## config.mk

```make
export PLATFORM = sky130hd
export DESIGN_NAME = enc_strobe_timer
export DESIGN_NICKNAME = d
export VERILOG_FILES = /design/src/rtl/esg_pkg.sv /design/src/rtl/esg_field_decode.sv /design/src/rtl/esg_span.sv /design/src/rtl/esg_seq.sv /design/src/rtl/enc_strobe_timer.sv
export SDC_FILE = /design/constraint.sdc
export NUM_CORES = 1
export LEC_CHECK = 0
export BUFFER_PORTS_ARGS = -buffer_cell sky130_fd_sc_hd__buf_2
export CORE_MARGIN = 2
export CORE_UTILIZATION = 25
export DETAILED_ROUTE_END_ITERATION = 6
export GPL_TIMING_DRIVEN = 0
export PLACE_DENSITY_LB_ADDON = 0.1
export SYNTH_ARGS = -nofsm -noshare
export SYNTH_HDL_FRONTEND = slang
export SYNTH_HIERARCHICAL = 1
export SYNTH_SLANG_ARGS = --single-unit
```

## constraint.sdc

```tcl
create_clock -name clk -period 13.12 [get_ports clk]
set_input_delay 1.312 -clock clk [delete_from_list [all_inputs] [get_ports clk]]
set_output_delay 1.312 -clock clk [all_outputs]
set_load 0.01 [all_outputs]
```

## src/rtl/esg_pkg.sv

```systemverilog
package esg_pkg;

   typedef enum logic [1:0] {
      ST_IDLE = 2'd0,
      ST_ACC  = 2'd1,
      ST_FLT  = 2'd2
   } esg_state_e;

   function automatic int unsigned esg_max(input int unsigned a, input int unsigned b);
      return (a > b) ? a : b;
   endfunction

endpackage

```

## src/rtl/esg_field_decode.sv

```systemverilog
// Expands one packed timing code: low bits count clocks, high bits sit at HI_POS.
module esg_field_decode #(
   parameter int LO_W   = 5,
   parameter int HI_W   = 1,
   parameter int HI_POS = 7,
   parameter int OUT_W  = HI_POS + HI_W
) (
   input  logic [LO_W+HI_W-1:0] code_i,
   output logic [OUT_W-1:0]     count_o
);
   localparam int CODE_W = LO_W + HI_W;

   generate
      if (LO_W < 1) begin : g_bad_lo
         $error("esg_field_decode: LO_W must be at least 1");
      end
      if (HI_W > 0 && HI_POS < LO_W) begin : g_bad_pos
         $error("esg_field_decode: high bits overlap low bits");
      end
      if (OUT_W < ((HI_W > 0) ? HI_POS + HI_W : LO_W)) begin : g_bad_out
         $error("esg_field_decode: OUT_W too narrow");
      end

      if (HI_W == 0) begin : g_linear
         assign count_o = OUT_W'(code_i);
      end else if (HI_POS == LO_W) begin : g_contig
         assign count_o = OUT_W'(code_i);
      end else begin : g_split
         assign count_o = OUT_W'({code_i[CODE_W-1:LO_W],
                                  {(HI_POS-LO_W){1'b0}},
                                  code_i[LO_W-1:0]});
      end
   endgenerate
endmodule

```

## src/rtl/esg_span.sv

```systemverilog
// Turns decoded counts into the access length and the strobe and chip-select limits.
module esg_span #(
   parameter int CNT_W = 10
) (
   input  logic [CNT_W-1:0] setup_i,
   input  logic [CNT_W-1:0] pulse_i,
   input  logic [CNT_W-1:0] cycle_i,
   input  logic [CNT_W-1:0] cs_pulse_i,
   output logic [CNT_W-1:0] stb_end_o,
   output logic [CNT_W-1:0] acc_len_o,
   output logic [CNT_W-1:0] cs_end_o
);
   logic [CNT_W-1:0] longer;

   always_comb begin
      stb_end_o = setup_i + pulse_i;
      longer    = (cycle_i > stb_end_o) ? cycle_i : stb_end_o;
      acc_len_o = (longer == '0) ? CNT_W'(1) : longer;
      cs_end_o  = (cs_pulse_i < acc_len_o) ? cs_pulse_i : acc_len_o;
   end
endmodule

```

## src/rtl/esg_seq.sv

```systemverilog
// Access sequencer: idle, timed access with optional ready freeze, post-read float.
module esg_seq
   import esg_pkg::*;
#(
   parameter int CNT_W    = 10,
   parameter int FLT_W    = 4,
   parameter bit HAS_WAIT = 1'b1
) (
   input  logic             clk,
   input  logic             rst_n,
   input  logic             accept_i,
   input  logic             rd_i,
   input  logic             wait_en_i,
   input  logic             ready_i,
   input  logic [CNT_W-1:0] stb_beg_i,
   input  logic [CNT_W-1:0] stb_end_i,
   input  logic [CNT_W-1:0] acc_len_i,
   input  logic [CNT_W-1:0] cs_end_i,
   input  logic [FLT_W-1:0] flt_i,
   output logic             cs_act_o,
   output logic             stb_act_o,
   output logic             busy_o,
   output logic             done_o
);
   esg_state_e       state_q;
   logic [CNT_W-1:0] t_q;
   logic [FLT_W-1:0] f_q;
   logic             done_q;
   logic             hold;
   logic             last_acc;

   generate
      if (HAS_WAIT) begin : g_wait
         assign hold = wait_en_i && (state_q == ST_ACC) && (stb_end_i != stb_beg_i)
                       && (t_q == stb_end_i - CNT_W'(1)) && !ready_i;
      end else begin : g_nowait
         assign hold = 1'b0;
      end
   endgenerate

   assign last_acc = (t_q == acc_len_i - CNT_W'(1));

   always_ff @(posedge clk or negedge rst_n) begin
      if (!rst_n) begin
         state_q <= ST_IDLE;
         t_q     <= '0;
         f_q     <= '0;
         done_q  <= 1'b0;
      end else begin
         done_q <= 1'b0;
         unique case (state_q)
            ST_IDLE: begin
               if (accept_i) begin
                  state_q <= ST_ACC;
                  t_q     <= '0;
               end
            end
            ST_ACC: begin
               if (!hold) begin
                  if (last_acc) begin
                     if (rd_i && (flt_i != '0)) begin
                        state_q <= ST_FLT;
                        f_q     <= '0;
                     end else begin
                        state_q <= ST_IDLE;
                        done_q  <= 1'b1;
                     end
                  end else begin
                     t_q <= t_q + CNT_W'(1);
                  end
               end
            end
            ST_FLT: begin
               if (f_q == flt_i - FLT_W'(1)) begin
                  state_q <= ST_IDLE;
                  done_q  <= 1'b1;
               end else begin
                  f_q <= f_q + FLT_W'(1);
               end
            end
            default: state_q <= ST_IDLE;
         endcase
      end
   end

   assign cs_act_o  = (state_q == ST_ACC) && (t_q < cs_end_i);
   assign stb_act_o = (state_q == ST_ACC) && (t_q >= stb_beg_i) && (t_q < stb_end_i);
   assign busy_o    = (state_q != ST_IDLE);
   assign done_o    = done_q;

   // a low ready in the last strobe clock freezes the access counter
   p_hold_freeze_r7: assert property (@(posedge clk) disable iff (!rst_n)
      hold |=> (state_q == ST_ACC) && (t_q == $past(t_q)));
   // completion is a single-clock pulse seen only once idle
   p_done_pulse_r11: assert property (@(posedge clk) disable iff (!rst_n)
      done_q |=> !done_q);
   p_done_idle_r11: assert property (@(posedge clk) disable iff (!rst_n)
      done_q |-> (state_q == ST_IDLE));
   // float gap only follows a read and keeps the bus quiet
   p_float_quiet_r9: assert property (@(posedge clk) disable iff (!rst_n)
      (state_q == ST_FLT) |-> (!cs_act_o && !stb_act_o && rd_i));
endmodule

```

## src/rtl/enc_strobe_timer.sv

```systemverilog
module enc_strobe_timer
   import esg_pkg::*;
#(
   parameter int SU_LO_W  = 5,
   parameter int SU_HI_W  = 1,
   parameter int SU_POS   = 7,
   parameter int PU_LO_W  = 6,
   parameter int PU_HI_W  = 1,
   parameter int PU_POS   = 8,
   parameter int CY_LO_W  = 7,
   parameter int CY_HI_W  = 2,
   parameter int CY_POS   = 8,
   parameter int FLT_W    = 4,
   parameter bit HAS_WAIT = 1'b1
) (
   input  logic                       clk,
   input  logic                       rst_n,
   input  logic                       start_i,
   input  logic                       rd_sel_i,
   input  logic                       ready_i,
   input  logic                       wait_en_i,
   input  logic                       wide_i,
   input  logic [SU_LO_W+SU_HI_W-1:0] setup_code_i,
   input  logic [PU_LO_W+PU_HI_W-1:0] pulse_code_i,
   input  logic [CY_LO_W+CY_HI_W-1:0] cycle_code_i,
   input  logic [PU_LO_W+PU_HI_W-1:0] cs_code_i,
   input  logic [FLT_W-1:0]           float_cnt_i,
   output logic                       cs_n_o,
   output logic                       rd_n_o,
   output logic                       wr_n_o,
   output logic                       wide_o,
   output logic                       busy_o,
   output logic                       done_o
);
   localparam int SU_CW = SU_LO_W + SU_HI_W;
   localparam int PU_CW = PU_LO_W + PU_HI_W;
   localparam int CY_CW = CY_LO_W + CY_HI_W;
   localparam int SU_DW = (SU_HI_W > 0) ? SU_POS + SU_HI_W : SU_LO_W;
   localparam int PU_DW = (PU_HI_W > 0) ? PU_POS + PU_HI_W : PU_LO_W;
   localparam int CY_DW = (CY_HI_W > 0) ? CY_POS + CY_HI_W : CY_LO_W;
   localparam int CNT_W = int'(esg_max(CY_DW, esg_max(SU_DW, PU_DW) + 1));

   generate
      if (FLT_W < 1) begin : g_bad_flt
         $error("enc_strobe_timer: FLT_W must be at least 1");
      end
   endgenerate

   // captured access configuration
   logic [SU_CW-1:0] su_q;
   logic [PU_CW-1:0] pu_q;
   logic [CY_CW-1:0] cy_q;
   logic [PU_CW-1:0] cq_q;
   logic [FLT_W-1:0] flt_q;
   logic             rd_q, wide_q, wen_q;
   logic             accept;
   logic             busy;

   assign accept = start_i && !busy;

   always_ff @(posedge clk or negedge rst_n) begin
      if (!rst_n) begin
         su_q   <= '0;
         pu_q   <= '0;
         cy_q   <= '0;
         cq_q   <= '0;
         flt_q  <= '0;
         rd_q   <= 1'b0;
         wide_q <= 1'b0;
         wen_q  <= 1'b0;
      end else if (accept) begin
         su_q   <= setup_code_i;
         pu_q   <= pulse_code_i;
         cy_q   <= cycle_code_i;
         cq_q   <= cs_code_i;
         flt_q  <= float_cnt_i;
         rd_q   <= rd_sel_i;
         wide_q <= wide_i;
         wen_q  <= wait_en_i;
      end
   end

   logic [SU_DW-1:0] su_cnt;
   logic [PU_DW-1:0] pu_cnt, cq_cnt;
   logic [CY_DW-1:0] cy_cnt;

   esg_field_decode #(.LO_W(SU_LO_W), .HI_W(SU_HI_W), .HI_POS(SU_POS), .OUT_W(SU_DW))
      u_dec_setup (.code_i(su_q), .count_o(su_cnt));
   esg_field_decode #(.LO_W(PU_LO_W), .HI_W(PU_HI_W), .HI_POS(PU_POS), .OUT_W(PU_DW))
      u_dec_pulse (.code_i(pu_q), .count_o(pu_cnt));
   esg_field_decode #(.LO_W(PU_LO_W), .HI_W(PU_HI_W), .HI_POS(PU_POS), .OUT_W(PU_DW))
      u_dec_cs (.code_i(cq_q), .count_o(cq_cnt));
   esg_field_decode #(.LO_W(CY_LO_W), .HI_W(CY_HI_W), .HI_POS(CY_POS), .OUT_W(CY_DW))
      u_dec_cycle (.code_i(cy_q), .count_o(cy_cnt));

   logic [CNT_W-1:0] stb_end, acc_len, cs_end;

   esg_span #(.CNT_W(CNT_W)) u_span (
      .setup_i   (CNT_W'(su_cnt)),
      .pulse_i   (CNT_W'(pu_cnt)),
      .cycle_i   (CNT_W'(cy_cnt)),
      .cs_pulse_i(CNT_W'(cq_cnt)),
      .stb_end_o (stb_end),
      .acc_len_o (acc_len),
      .cs_end_o  (cs_end)
   );

   logic cs_act, stb_act;

   esg_seq #(.CNT_W(CNT_W), .FLT_W(FLT_W), .HAS_WAIT(HAS_WAIT)) u_seq (
      .clk      (clk),
      .rst_n    (rst_n),
      .accept_i (accept),
      .rd_i     (rd_q),
      .wait_en_i(wen_q),
      .ready_i  (ready_i),
      .stb_beg_i(CNT_W'(su_cnt)),
      .stb_end_i(stb_end),
      .acc_len_i(acc_len),
      .cs_end_i (cs_end),
      .flt_i    (flt_q),
      .cs_act_o (cs_act),
      .stb_act_o(stb_act),
      .busy_o   (busy),
      .done_o   (done_o)
   );

   assign cs_n_o = !cs_act;
   assign rd_n_o = !(stb_act && rd_q);
   assign wr_n_o = !(stb_act && !rd_q);
   assign wide_o = wide_q;
   assign busy_o = busy;

   // never both strobes at once
   p_strobe_excl_r5: assert property (@(posedge clk) disable iff (!rst_n)
      !(!rd_n_o && !wr_n_o));
   // outside an access every bus control is inactive
   p_idle_quiet_r12: assert property (@(posedge clk) disable iff (!rst_n)
      !busy_o |-> (cs_n_o && rd_n_o && wr_n_o));
   // the access always covers setup plus pulse
   p_len_cover_r6: assert property (@(posedge clk) disable iff (!rst_n)
      busy_o |-> (acc_len >= stb_end) && (acc_len != '0));
   // a start during an access leaves the captured setup untouched
   p_cfg_hold_r13: assert property (@(posedge clk) disable iff (!rst_n)
      (busy_o && start_i) |=> ($stable(su_q) && $stable(cy_q) && $stable(rd_q)));
endmodule

```

# Yosys cells after proc, flatten, opt, wreduce, memory -nomap -nowiden
# Index checks and enable logic that the tools add are counted.
[totals] register_bits=53 input_bits=40 out_inout_bits=6 word_cells=85
[op_classes] addsub=6 n_lt_le_gt_ge=5 eq_ne=13 muxes=23 n_reduce_logical=26
[ops] cell="2-to-1 mux 10 bit" n=6
[ops] cell="== test 10 bit" n=2
[ops] cell="less-than comparator 10 bit" n=2
[ops] cell="one-hot mux 10 bit (2 select lines)" n=1
[ops] cell="subtractor 10 x 1 -> 10 bit, second input constant" n=2
[ops] cell="2-to-1 mux 4 bit" n=4
[ops] cell="logical AND 1 bit" n=11
[ops] cell="adder 10 x 1 -> 10 bit, second input constant" n=1
[ops] cell="adder 8 x 9 -> 10 bit" n=1
[ops] cell="greater-or-equal comparator 10 x 8 -> 1 bit" n=1
[ops] cell="> comparator 10 bit" n=1
[ops] cell="zero test 10 bit" n=1
[ops] cell="less-than comparator 9 x 10 -> 1 bit" n=1
[ops] cell="2-to-1 mux 2 bit" n=5
[ops] cell="inequality test 10 x 8 -> 1 bit" n=1
[ops] cell="inequality test 2 bit, second input constant" n=5
[ops] cell="one-hot mux 4 bit (2 select lines)" n=1
[ops] cell="AND reduction 4 bit" n=2
[ops] cell="zero test 1 bit" n=6
[ops] cell="one-hot mux 2 bit (3 select lines)" n=1
[ops] cell="nonzero test 2 bit" n=3
[ops] cell="AND reduction 5 bit" n=1
[ops] cell="adder 4 x 1 -> 4 bit, second input constant" n=1
[ops] cell="== test 4 bit" n=1
[ops] cell="8 further kinds" n=12

# Logic depth before layout (Yosys ltp)
[logic_depth] ltp_word=10 mapped_depth=39 depth_no_buf=35

# By module
# The synthesis kept the hierarchy.
[modules_own_cells] mod="esg_seq" instances=1 cells_per_inst=334 area_per_inst_um2=2560.0
[modules_own_cells] mod="enc_strobe_timer" instances=1 cells_per_inst=81 area_per_inst_um2=1526.5
[modules_own_cells] mod="esg_span" instances=1 cells_per_inst=163 area_per_inst_um2=1194.9
[modules_own_cells] mod="esg_field_decode at u_dec_cs ..." instances=2 cells_per_inst=10 area_per_inst_um2=71.3
[modules_own_cells] mod="esg_field_decode at u_dec_cycle" instances=1 cells_per_inst=11 area_per_inst_um2=78.8
[modules_own_cells] mod="esg_field_decode at u_dec_setup" instances=1 cells_per_inst=9 area_per_inst_um2=63.8

# Worst setup path before layout
# OpenSTA, ideal clock, no wires.
[synth_path] path_kind="register to output" startpoint="register su_q[0]" endpoint="output port cs_n_o" t_arrival_ps=6705 required_ps=11808 slack_ps=5103 stages_incl_launch_ff=37 n_path_buf=4 path_cell_list="dfrtp_1 -> buf_4 -> ha_1 -> fa_1 -> a21o_1 -> a21oi_1 -> xnor2_1 -> inv_1 -> ha_1 -> and4_1 -> a221o_1 -> a21oi_1 -> nor2b_1 -> clkbuf_1 -> clkbuf_1 -> o21ai_1 -> inv_1 -> ha_1 -> a21o_1 -> a21o_1 -> a21oi_1 -> o21a_1 -> nand2_1 -> o31ai_1 -> a31o_2 -> buf_6 -> mux2_2 -> inv_1 -> ha_1 -> a21o_1 -> a21o_1 -> a21oi_1 -> nor2b_1 -> o21ai_0 -> a21oi_1 -> a31oi_1 -> inv_1"
[synth_via] elab_chain_cells=10
[synth_lines] element="start: declaration" line="enc_strobe_timer.sv:50" rtl="logic [SU_CW-1:0] su_q;"
[synth_lines] element="start signal: assignment" line="enc_strobe_timer.sv:72" rtl="su_q <= setup_code_i;"
[synth_lines] element="adder 8 x 9 -> 10 bit (*)" line="esg_span.sv:16" rtl="stb_end_o = setup_i + pulse_i;"
[synth_lines] element="net stb_end[4]" line="enc_strobe_timer.sv:96" rtl="logic [CNT_W-1:0] stb_end, acc_len, cs_end;"
[synth_lines] element="> comparator 10 bit" line="esg_span.sv:17" rtl="longer = (cycle_i > stb_end_o) ? cycle_i : stb_end_o;"
[synth_lines] element="2-to-1 mux 10 bit (*)" line="esg_span.sv:17"
[synth_lines] element="zero test 10 bit" line="esg_span.sv:18" rtl="acc_len_o = (longer == '0) ? CNT_W'(1) : longer;"
[synth_lines] element="2-to-1 mux 10 bit (*)" line="esg_span.sv:18"
[synth_lines] element="net acc_len[3]" line="enc_strobe_timer.sv:96"
[synth_lines] element="less-than comparator 9 x 10 -> 1 bit (*)" line="esg_span.sv:19" rtl="cs_end_o = (cs_pulse_i < acc_len_o) ? cs_pulse_i : acc_len_o;"
[synth_lines] element="2-to-1 mux 10 bit (*)" line="esg_span.sv:19"
[synth_lines] element="net cs_end[1]" line="enc_strobe_timer.sv:96"
[synth_lines] element="less-than comparator 10 bit (*)" line="esg_seq.sv:86" rtl="assign cs_act_o = (state_q == ST_ACC) && (t_q < cs_end_i);"
[synth_lines] element="logical AND 1 bit (*)" line="esg_seq.sv:86"
[synth_lines] element="net cs_act" line="enc_strobe_timer.sv:108" rtl="logic cs_act, stb_act;"
[synth_lines] element="zero test 1 bit (*)" line="enc_strobe_timer.sv:128" rtl="assign cs_n_o = !cs_act;"
[synth_lines] element="end: declaration" line="enc_strobe_timer.sv:28" rtl="output logic cs_n_o,"
# The timed path passes the listed nets; every way through them passes the cells marked *.

# Worst setup path after layout
# Same ends and word-level chain as after synthesis.

==> impl_metrics.tcl <==
set metrics [dict create \
    ys_ff_latch 53 \
    drt_pre_antenna_iters 4 \
    rsz0062_at_grt "false" \
    initial_core_util_pct 25.5 \
    synthCells 618 \
    placementRows 54 \
    async_flop_share_pct 100 \
    grt_pass1_wl_um 23900 \
    hold_path_class "reg -> reg" \
    tightest_slew_ns 1.26 \
    grt_max_degree 54 \
    yosysSeqAreaShare_pct 23.8 \
    path_delay_family "compound AO/OA/AOI/OAI gates" \
    path_class "reg -> out" \
    dp_hpwl_um 11500 \
    fin_skew_ns 0.00986 \
    htree_num_levels 2 \
    syn_area_sq_um 5570 \
    grt_pass1_vias 4564 \
    drc_errors 0 \
    vias 4422 \
    fin_crit_sh_pct 73.2 \
    arrival_ns 8.30 \
    synth_cell_types 65 \
    holdBufCountCts 0 \
    rr_worst_depth 25 \
    dieArea_sq_um 23500 \
    finalSetupViolCount 0 \
    clk_pin_slew_ns 0.08 \
    totalWireLength_um 14700 \
    clk_latency_ns 0.31 \
    worst-path-buf-inv 9 \
    die_w_um 153 \
    final_nets 787 \
    drv_cap 0 \
    crit_fanout 10 \
    tns_ns 0 \
    insertedDiodeCount 0 \
    vias_per_cell 4.60 \
    io_buffers 45 \
    cts-resized-gates 0 \
    drtIter0Drc 206 \
    reg2reg_to "u_seq/f_q[3]" \
    cts_num_sinks 53 \
    end_kind "primary output" \
    drv_slew 0 \
    postCtsSetupRepairBufs 0 \
    status "finished, final reports clean" \
    cpPeakStageDelay_ns 0.69 \
    cp.depth 37 \
    ys_warn_count 6 \
    cts_buffers 5 \
    floorplan.die.height_um 153 \
    startpoint "su_q[0]" \
    grt-ovfl-total 0 \
    final_cell_area_sq_um 6340 \
    clk_path_buf_depth 2 \
    postRouteAntennaNets 0 \
    grt_antenna_before_repair 0 \
    min_period_ns 9.61 \
    area_delta_synth_final_pct 13.8 \
    syn_area_per_cell_sq_um 9.01 \
    max_freq_mhz 104 \
    ioPinCount 46 \
    slew_headroom_pct 14.8 \
    final-hold-violation-count 0 \
    reg2reg_from "su_q[0]" \
    cts-root-buf "clkbuf_16" \
    cts_tree "built" \
    place_area_sq_um 6180 \
    synth_top_flop_cell "dfrtp_1" \
    required_ns 11.81 \
    grt_util_all_layers_pct 12.8 \
    layout-drive-gt1-share_pct 23.9 \
    design.core.area_sq_um 21800 \
    crit_slowest_cell "o21ai_1" \
    reg2reg_slack_ns 6.17 \
    crit_end "cs_n_o" \
    routedWlPerCell_um 15.2 \
    gp_congestion 0.819 \
    synth_edf_count 0 \
    start_kind "register" \
    holdWs_ns 0.507 \
]
## cell usage in the layout (no fill, tap or decap), types with 3 or more instances in the layout
| cell type | netlist | routed |
|---|---|---|
| a21o_1 | 17 | 17 |
| a21oi_1 | 34 | 34 |
| a31oi_1 | 8 | 8 |
| and4_1 | 5 | 5 |
| buf_12 | 4 | 4 |
| buf_2 | 3 | 47 |
| buf_4 | 36 | 37 |
| clkbuf_1 | 9 | 9 |
| clkbuf_16 | 0 | 5 |
| conb_1 | 5 | 16 |
| dfrtp_1 | 53 | 53 |
| ha_1 | 65 | 65 |
| inv_1 | 66 | 66 |
| mux2_2 | 18 | 18 |
| mux2_4 | 29 | 29 |
| nand2_1 | 44 | 44 |
| nand2b_1 | 8 | 8 |
| nand3_1 | 12 | 12 |
| nand3b_1 | 3 | 3 |
| nand4_1 | 11 | 11 |
| nand4b_1 | 3 | 3 |
| nor2_1 | 19 | 19 |
| nor2b_1 | 6 | 6 |
| nor3_1 | 11 | 11 |
| nor3_2 | 3 | 3 |
| nor4_1 | 7 | 7 |
| o2111ai_1 | 3 | 3 |
| o21a_1 | 3 | 3 |
| o21ai_0 | 31 | 31 |
| o21ai_1 | 3 | 3 |
| o31ai_1 | 5 | 5 |
| or3_1 | 10 | 10 |
| or4_1 | 4 | 4 |
| xnor2_1 | 29 | 29 |
| xor2_1 | 15 | 15 |
## worst register-to-register path: stages, from the launching register on
cell and delay [ns]:
dfrtp_1 0.39, buf_4 0.16, ha_1 0.22, fa_1 0.41
a21o_1 0.21, a21oi_1 0.18, xnor2_1 0.38, inv_1 0.23
ha_1 0.35, and4_1 0.22, a221o_1 0.34, a21oi_1 0.20
nor2b_1 0.07, clkbuf_1 0.20, clkbuf_1 0.25, o21ai_0 0.56
inv_1 0.10, ha_1 0.29, or4b_4 0.26, o21ai_2 0.05
a311oi_1 0.35, o211ai_2 0.21, o31ai_1 0.31, o2111ai_1 0.31
or4_1 0.55, o21ai_0 0.09
## logic make-up after synthesis
family	Yosys count	synth area share (%)
simple gates	157	15.7
compound gates	125	14.5
buf+inv	120	12.0
fa+ha+maj	66	15.0
flops	53	23.8
mux	48	11.7
xor+xnor	44	6.92
other cells	5	0.337
## worst min-delay path by stage
stage / cells after the start / end / startpoint
after floorplan: 2 / u_seq/state_q[1] / u_seq/state_q[1]
after detailed placement: 1 / wide_o / wide_o
after global routing: 1 / cq_q[6] / cq_q[6]
after CTS: 1 / cy_q[8] / cy_q[8]
final: 1 / cy_q[8] / cy_q[8]
after global placement: 1 / wide_o / wide_o
## state kept, by name, indices dropped and copies added (netlist names)
signal	flops
cq_q	7
cy_q	9
flt_q	4
pu_q	7
rd_q	1
su_q	6
u_seq/done_o	1
u_seq/f_q	4
u_seq/state_q	2
u_seq/t_q	10
wen_q	1
wide_o	1
## per-layer routing
metal / routed length [um] / part of all wire (%) / GRT usage (%) / vias up
li1: - / - / - / 2263
met1: 7250 / 49 / 17.0 / 2081
met2: 6720 / 46 / 21.4 / 63
met3: 400 / 2.7 / 2.07 / 15
met4: 291 / 2.0 / 3.57 / 0
met5: 0 / 0 / 0 / -
## cells in the mapped netlist, drive strengths merged (2+ instances only)
cell | number | area [sq um]
a211oi | 2 | 25.0
a21o | 17 | 128
a21oi | 34 | 170
a31o | 2 | 17.5
a31oi | 9 | 62.6
and4 | 5 | 43.8
buf | 45 | 388
clkbuf | 9 | 33.8
conb | 5 | 18.8
dfrtp | 53 | 1330
ha | 65 | 813
inv | 66 | 248
mux2 | 48 | 649
nand2 | 44 | 165
nand2b | 8 | 50.1
nand3 | 12 | 60.1
nand3b | 3 | 22.5
nand4 | 11 | 68.8
nand4b | 3 | 26.3
nor2 | 19 | 71.3
nor2b | 7 | 51.3
nor3 | 14 | 85.1
nor4 | 8 | 56.3
nor4b | 2 | 23.8
o2111ai | 4 | 41.3
o211ai | 3 | 27.5
o21a | 3 | 22.5
o21ai | 35 | 179
o31ai | 5 | 37.5
or2 | 2 | 12.5
or3 | 10 | 62.6
or4 | 4 | 30.0
xnor2 | 29 | 254
xor2 | 15 | 131
## per-stage QoR
stage | setup slack (ns) | instances | utilization (%)
3_5_place_dp | 3.76 | 954 | 28.3
4_1_cts | 3.39 | 962 | 29.0
6_report | 3.51 | 962 | 29.0
3_3_place_gp | 3.84 | 954 | 28.3
2_1_floorplan | 5.10 | 629 | -
5_1_grt | 2.82 | 962 | 29.0
## area by class of cell
cell class | count | area, sq um
Buffer | 54 | 422
Multi-Input combinational cell | 456 | 3610
Fill cell | 2335 | 15500
Tap cell | 280 | 350
Timing Repair Buffer | 45 | 228
Sequential cell | 53 | 1330
Clock buffer | 5 | 125
Clock inverter | 3 | 26.3
Inverter | 66 | 248
Power is not shown: default switching activity piles up to over one toggle a cycle in this logic, so the estimate is an artifact.
